## config.mk

```make
export PLATFORM = sky130hd
export DESIGN_NAME = pip_mosaic_gen
export DESIGN_NICKNAME = d
export VERILOG_FILES = /design/src/rtl/pip_pkg.sv /design/src/rtl/pip_win_cell.sv /design/src/rtl/pip_first_set.sv /design/src/rtl/pip_channel.sv /design/src/rtl/pip_mosaic_gen.sv
export SDC_FILE = /design/constraint.sdc
export NUM_CORES = 2
export LEC_CHECK = 0
export BUFFER_PORTS_ARGS = -buffer_cell sky130_fd_sc_hd__buf_4
export CORE_MARGIN = 2
export CORE_UTILIZATION = 60
export DETAILED_ROUTE_END_ITERATION = 10
export PLACE_DENSITY_LB_ADDON = 0.12
export SLEW_MARGIN = 15
export SYNTH_ARGS = -nofsm -noshare
export SYNTH_HDL_FRONTEND = slang
export SYNTH_HIERARCHICAL = 1
export SYNTH_SLANG_ARGS = --single-unit
export TNS_END_PERCENT = 5
```

## constraint.sdc

```tcl
create_clock -name clk -period 7.6 [get_ports clk]
set_input_delay 1.52 -clock clk [delete_from_list [all_inputs] [get_ports clk]]
set_output_delay 1.52 -clock clk [all_outputs]
set_load 0.01 [all_outputs]
```

## src/rtl/pip_pkg.sv

```systemverilog
package pip_pkg;
  localparam int GRID   = 4;   // rows per channel and windows per row
  localparam int IDXW   = 2;   // width of a row or column index
  localparam int FW     = 8;   // width of one geometry field
  localparam int UNIT_SH = 2;  // horizontal unit is 4 pixels

  typedef struct packed {
    logic [FW-1:0]        hstart;
    logic [FW-1:0]        vstart;
    logic [FW-1:0]        width;
    logic [FW-1:0]        height;
    logic [IDXW-1:0]      rows;
    logic [FW-1:0]        vdist;
    logic [GRID*IDXW-1:0] hrep;
    logic [GRID*IDXW-1:0] hoff;
    logic [GRID*FW-1:0]   hdist;
  } pip_cfg_t;

  typedef enum logic [1:0] {
    SRC_NONE = 2'b00,
    SRC_MAIN = 2'b01,
    SRC_SUB  = 2'b10
  } pip_src_e;
endpackage

```

## src/rtl/pip_win_cell.sv

```systemverilog
module pip_win_cell #(
  parameter int XW = 14
) (
  input  logic          en,
  input  logic [XW-1:0] px,
  input  logic [XW-1:0] ln,
  input  logic [XW-1:0] x0,
  input  logic [XW-1:0] y0,
  input  logic [XW-1:0] w_px,
  input  logic [XW-1:0] h_ln,
  output logic          hit
);
  logic in_x, in_y;
  always_comb begin
    in_x = (px >= x0) && (px < x0 + w_px);
    in_y = (ln >= y0) && (ln < y0 + h_ln);
    hit  = en && in_x && in_y;
  end
endmodule

```

## src/rtl/pip_first_set.sv

```systemverilog
module pip_first_set #(
  parameter int N  = 16,
  localparam int IW = $clog2(N)
) (
  input  logic [N-1:0]  vec,
  output logic          any,
  output logic [IW-1:0] idx
);
  always_comb begin
    any = |vec;
    idx = '0;
    for (int i = N - 1; i >= 0; i--) begin
      if (vec[i]) idx = IW'(i);
    end
  end
endmodule

```

## src/rtl/pip_channel.sv

```systemverilog
module pip_channel
  import pip_pkg::*;
#(
  parameter int XW = 14
) (
  input  pip_cfg_t        cfg,
  input  logic [XW-1:0]   px,
  input  logic [XW-1:0]   ln,
  output logic            hit,
  output logic [IDXW-1:0] row,
  output logic [IDXW-1:0] col
);
  localparam int NWIN = GRID * GRID;

  logic [NWIN-1:0]      cell_hit;
  logic [2*IDXW-1:0]    first;
  logic [XW-1:0]        w_px, h_ln;

  assign w_px = (XW'(cfg.width) + XW'(1)) << UNIT_SH;
  assign h_ln = XW'(cfg.height) + XW'(1);

  for (genvar r = 0; r < GRID; r++) begin : g_row
    logic [XW-1:0] y0;
    logic          row_en;
    assign y0     = XW'(cfg.vstart) + XW'(r) * XW'(cfg.vdist);
    assign row_en = (IDXW'(r) <= cfg.rows);
    for (genvar c = 0; c < GRID; c++) begin : g_col
      logic [XW-1:0] x0;
      logic          en;
      assign x0 = (XW'(cfg.hstart) + XW'(cfg.hoff[IDXW*r +: IDXW])
                   + XW'(c) * XW'(cfg.hdist[FW*r +: FW])) << UNIT_SH;
      assign en = row_en && (IDXW'(c) <= cfg.hrep[IDXW*r +: IDXW]);
      pip_win_cell #(.XW(XW)) u_cell (
        .en(en), .px(px), .ln(ln), .x0(x0), .y0(y0),
        .w_px(w_px), .h_ln(h_ln), .hit(cell_hit[r*GRID + c])
      );
    end
  end

  pip_first_set #(.N(NWIN)) u_first (
    .vec(cell_hit), .any(hit), .idx(first)
  );

  assign row = first[2*IDXW-1:IDXW];
  assign col = first[IDXW-1:0];
endmodule

```

## src/rtl/pip_mosaic_gen.sv

```systemverilog
module pip_mosaic_gen
  import pip_pkg::*;
#(
  parameter int HCW = 11,
  parameter int VCW = 10
) (
  input  logic            clk,
  input  logic            rst_n,
  input  logic            field_start,
  input  logic [HCW-1:0]  h_cnt,
  input  logic [VCW-1:0]  v_cnt,
  input  logic [7:0]      main_hstart,
  input  logic [7:0]      main_vstart,
  input  logic [7:0]      main_width,
  input  logic [7:0]      main_height,
  input  logic [1:0]      main_rows,
  input  logic [7:0]      main_vdist,
  input  logic [7:0]      main_hrep,
  input  logic [7:0]      main_hoff,
  input  logic [31:0]     main_hdist,
  input  logic [7:0]      sub_hstart,
  input  logic [7:0]      sub_vstart,
  input  logic [7:0]      sub_width,
  input  logic [7:0]      sub_height,
  input  logic [1:0]      sub_rows,
  input  logic [7:0]      sub_vdist,
  input  logic [7:0]      sub_hrep,
  input  logic [7:0]      sub_hoff,
  input  logic [31:0]     sub_hdist,
  input  logic            prio_main,
  output logic            main_hit,
  output logic            sub_hit,
  output logic [1:0]      hit_row,
  output logic [1:0]      hit_col,
  output logic [1:0]      src_sel
);
  // internal coordinate width covers origin + offsets + spacing + size
  localparam int XW = 14;

  pip_cfg_t main_cfg_q, sub_cfg_q;
  logic     prio_q, loaded_q;

  always_ff @(posedge clk or negedge rst_n) begin
    if (!rst_n) begin
      main_cfg_q <= '0;
      sub_cfg_q  <= '0;
      prio_q     <= 1'b0;
      loaded_q   <= 1'b0;
    end else if (field_start) begin
      main_cfg_q <= '{hstart: main_hstart, vstart: main_vstart,
                      width: main_width, height: main_height,
                      rows: main_rows, vdist: main_vdist,
                      hrep: main_hrep, hoff: main_hoff, hdist: main_hdist};
      sub_cfg_q  <= '{hstart: sub_hstart, vstart: sub_vstart,
                      width: sub_width, height: sub_height,
                      rows: sub_rows, vdist: sub_vdist,
                      hrep: sub_hrep, hoff: sub_hoff, hdist: sub_hdist};
      prio_q     <= prio_main;
      loaded_q   <= 1'b1;
    end
  end

  logic [XW-1:0]   px, ln;
  logic            m_hit, s_hit;
  logic [IDXW-1:0] m_row, m_col, s_row, s_col;

  assign px = XW'(h_cnt);
  assign ln = XW'(v_cnt);

  pip_channel #(.XW(XW)) u_main (
    .cfg(main_cfg_q), .px(px), .ln(ln),
    .hit(m_hit), .row(m_row), .col(m_col)
  );

  pip_channel #(.XW(XW)) u_sub (
    .cfg(sub_cfg_q), .px(px), .ln(ln),
    .hit(s_hit), .row(s_row), .col(s_col)
  );

  pip_src_e        src_d;
  logic [IDXW-1:0] row_d, col_d;
  logic            mh_d, sh_d;

  always_comb begin
    mh_d  = loaded_q && m_hit;
    sh_d  = loaded_q && s_hit;
    src_d = SRC_NONE;
    row_d = '0;
    col_d = '0;
    if (mh_d && (!sh_d || prio_q)) begin
      src_d = SRC_MAIN;
      row_d = m_row;
      col_d = m_col;
    end else if (sh_d) begin
      src_d = SRC_SUB;
      row_d = s_row;
      col_d = s_col;
    end
  end

  always_ff @(posedge clk or negedge rst_n) begin
    if (!rst_n) begin
      main_hit <= 1'b0;
      sub_hit  <= 1'b0;
      hit_row  <= '0;
      hit_col  <= '0;
      src_sel  <= SRC_NONE;
    end else begin
      main_hit <= mh_d;
      sub_hit  <= sh_d;
      hit_row  <= row_d;
      hit_col  <= col_d;
      src_sel  <= src_d;
    end
  end
endmodule

```

==> impl_results.md <==
- Setup crit end kind: register
- Status: complete, no violations
- CTS clk-pin slew, worst paths: 100 ps
- Deepest clock path buffer count: 2
- CTS tree: yes
- Worst Reg-to-Reg Cells: 30
- WL/cell: 20.0 µm
- GRT Total Usage: 37.7%
- Lkg Pwr: 55.6 nW
- Dpl hpwl: 258000 µm
- Synth top area share: 36.4%
- Crit-path max FO: 5
- Skew-Pair Late Insertion Delay: 600 ps
- Placeable Area: 161000 µm²
- Mapped Cells: 11900
- Clk sinks: 190
- H-Tree Depth: 4
- Startpoint Class: register
- Synth Area per Inst: 8.15 µm²
- Fill count: 14000
- Slowest cell on the critical path: fa_1
- I/O Pins: 213
- Sequential Area: 4760 µm²
- Residual DRC: 0
- Initial core utilization: 60.4%
- Die area: 165000 µm²
- Max incr delay on CP: 540 ps
- Mapped Area: 96900 µm²
- Required time worst endpoint: 8090 ps
- RSZ-0062 raised after global routing: false
- Total Routed Length: 317000 µm
- Worst Path Arrival: 7750 ps
- Yosys cell types: 76
- Setup Skew: 14.4 ps
- Ys flop type: dfrtp_1
- EDFF count, synth: 0
- Num CTS Buffers: 17
- Multi-input logic area: 92200 µm²
- Synth warn: 6
- Setup violations, final: 0
- CP startpoint: sub_cfg_q[82]
- VDD IR max: 0.281 mV
- Sequential share of the synthesized area: 4.91%
- Max Slew Vio Count: 0
- TritonRoute pass-1 iters: 8
- First-pass GRT wire length: 489000 µm
- Share of cells above drive strength 1: 7.97%
- Relative slew margins: 11.5%
- Main area contributors after synthesis: ha_1 (36%), a21oi_1 (5.6%), inv_1 (5.2%)
- Worst r2r dst: hit_col[0]
- Worst path bufs/invs: 3
- Period Utilization, post-route: 95.4%
- Setup CP Type: reg2reg
- #FFs+latches synth: 190
- Most common cell in the netlist: ha_1
- Worst path most repeated cell: ha_1
- Initial antenna violation count: 28
- DR iter-0 viols: 6476
- Cell accounting for the most synthesized area: ha_1
- Hold Vio Cnt, Final: 0
- Vias: 94100
- Layout area overhead: 12.2%
- HP Class: reg2reg
- Setup TNS: 0 ps
- Setup Fix Bufs, Post-CTS: 0
- Total gr overflow: 0
- Via/cell ratio: 5.94
- Fmax: 138 MHz
- Nets: 16900
- PortBufs: 212
- DRT antenna net count: 0
- CP endpoint: hit_col[0]
- Worst R2R Start: sub_cfg_q[82]
- Row cnt: 147
- Largest net degree at the start of global routing: 93
- Synth cell count leaders: ha_1 (2818), inv_1 (1353), a21oi_1 (1077)
- Kind of cell adding the most delay to the critical path: compound AO/OA/AOI/OAI gates
- Total Power: 35.0 mW
- Hold_ws: 526 ps
- R2r setup slk: 350 ps
- Clock root buffer: clkbuf_16
- Async SR Flop Fraction: 100%
- Hold buffer count at cts: 0
- Vias in the first global route: 89800
- Crit path depth: 30
- Pwr dens: 322 nW/µm²
- Die Width: 406 µm
- Least-Margin Pin Slew: 1310 ps
- Number of max-cap violations: 0
- Gpl congestion: 0.987
- Post-layout min period: 7250 ps
- Die Span Y: 406 µm
[worst reg2reg max path: cells and delay by family (launching register included)]
family	cells	cell delay, ps
xor+xnor	3	520
simple gates	7	1040
buf+inv	3	390
flops	1	470
compound gates	11	2480
fa+ha+maj	6	2250
[power by group]
group	switching [mW]	internal, mW
clock network	0.613	0.451
registers	0.246	1.12
logic	18.8	13.8
total	19.7	15.3
[repair_timing]
action | 4_1_cts | 5_1_grt
resized for setup | 0 | 11
endpoints found under the setup margin | 0 | 7
endpoints found under the hold margin | 0 | 0
[cell type report]
type,count,area share [%]
inverter,1354,4.67
clock buffer,20,0.411
timing repair buffer,440,3.12
multi-input combinational,11700,84.8
tap,2160,2.49
sequential,190,4.38
antenna,12,0.0276
clock inverter,12,0.134
[layout by cell type, fill, tap and decap left out, drive strengths merged, types with 79 or more instances in the layout]
| master | n |
|---|---|
| nand4 | 191 |
| a21o | 358 |
| mux2 | 181 |
| o21a | 199 |
| nand3 | 301 |
| nor2 | 581 |
| conb | 1394 |
| or2 | 93 |
| o21ai | 657 |
| a31oi | 79 |
| a21oi | 1175 |
| o211ai | 105 |
| nor2b | 123 |
| nand2b | 129 |
| or3 | 89 |
| inv | 1359 |
| o31ai | 111 |
| xor2 | 520 |
| nand2 | 641 |
| buf | 440 |
| xnor2 | 520 |
| ha | 2818 |
| nor3 | 81 |
| a211oi | 233 |
| o21bai | 203 |
| dfrtp | 190 |
| fa | 172 |
[metal layers]
metal	GRT usage (%)	vias to the layer above	routed length, µm
met5	0	-	41
met4	14.3	6	13100
met3	6.32	674	26400
met2	59.9	3073	137000
met1	50.7	44600	141000
li1	-	45800	-
[stage by stage]
step                utilization, %  setup WS [ps]  cells  instance area, µm²
floorplan                        -           1200  13300              102000
global placement              67.3            354  15800              108000
detailed placement            67.3            290  15800              108000
CTS                           67.7            230  15800              109000
global route                  67.7           3.84  15800              109000
finish                        67.7            349  15900              109000
[cell families after synthesis]
logic type / after synthesis / share of synthesized area, %
AO/OA/AOI/OAI: 3516 / 24.4
XOR/XNOR: 1040 / 9.40
other: 5 / 0.0194
adder cells (fa/ha/maj): 2990 / 39.9
AND/OR/NAND/NOR: 2515 / 13.2
flip-flops: 190 / 4.91
multiplexers: 213 / 2.43
buffers and inverters: 1421 / 5.72
[flip-flops by register name, summed over array words and instances, names as in the netlist]
| signal | flops |
|---|---|
| hit_col | 2 |
| hit_row | 2 |
| loaded_q | 1 |
| main_cfg_q | 90 |
| main_hit | 1 |
| prio_q | 1 |
| src_sel | 2 |
| sub_cfg_q | 90 |
| sub_hit | 1 |
[worst min path at each step]
stage,cells after the start,to,start
2_1_floorplan,1,main_cfg_q[88],main_cfg_q[88]
6_report,1,sub_cfg_q[34],sub_cfg_q[34]
5_1_grt,1,main_cfg_q[40],main_cfg_q[40]
3_3_place_gp,1,sub_cfg_q[32],sub_cfg_q[32]
3_5_place_dp,1,sub_cfg_q[34],sub_cfg_q[34]
4_1_cts,1,sub_cfg_q[34],sub_cfg_q[34]
Note: power is estimated with default switching activity, not from simulation.
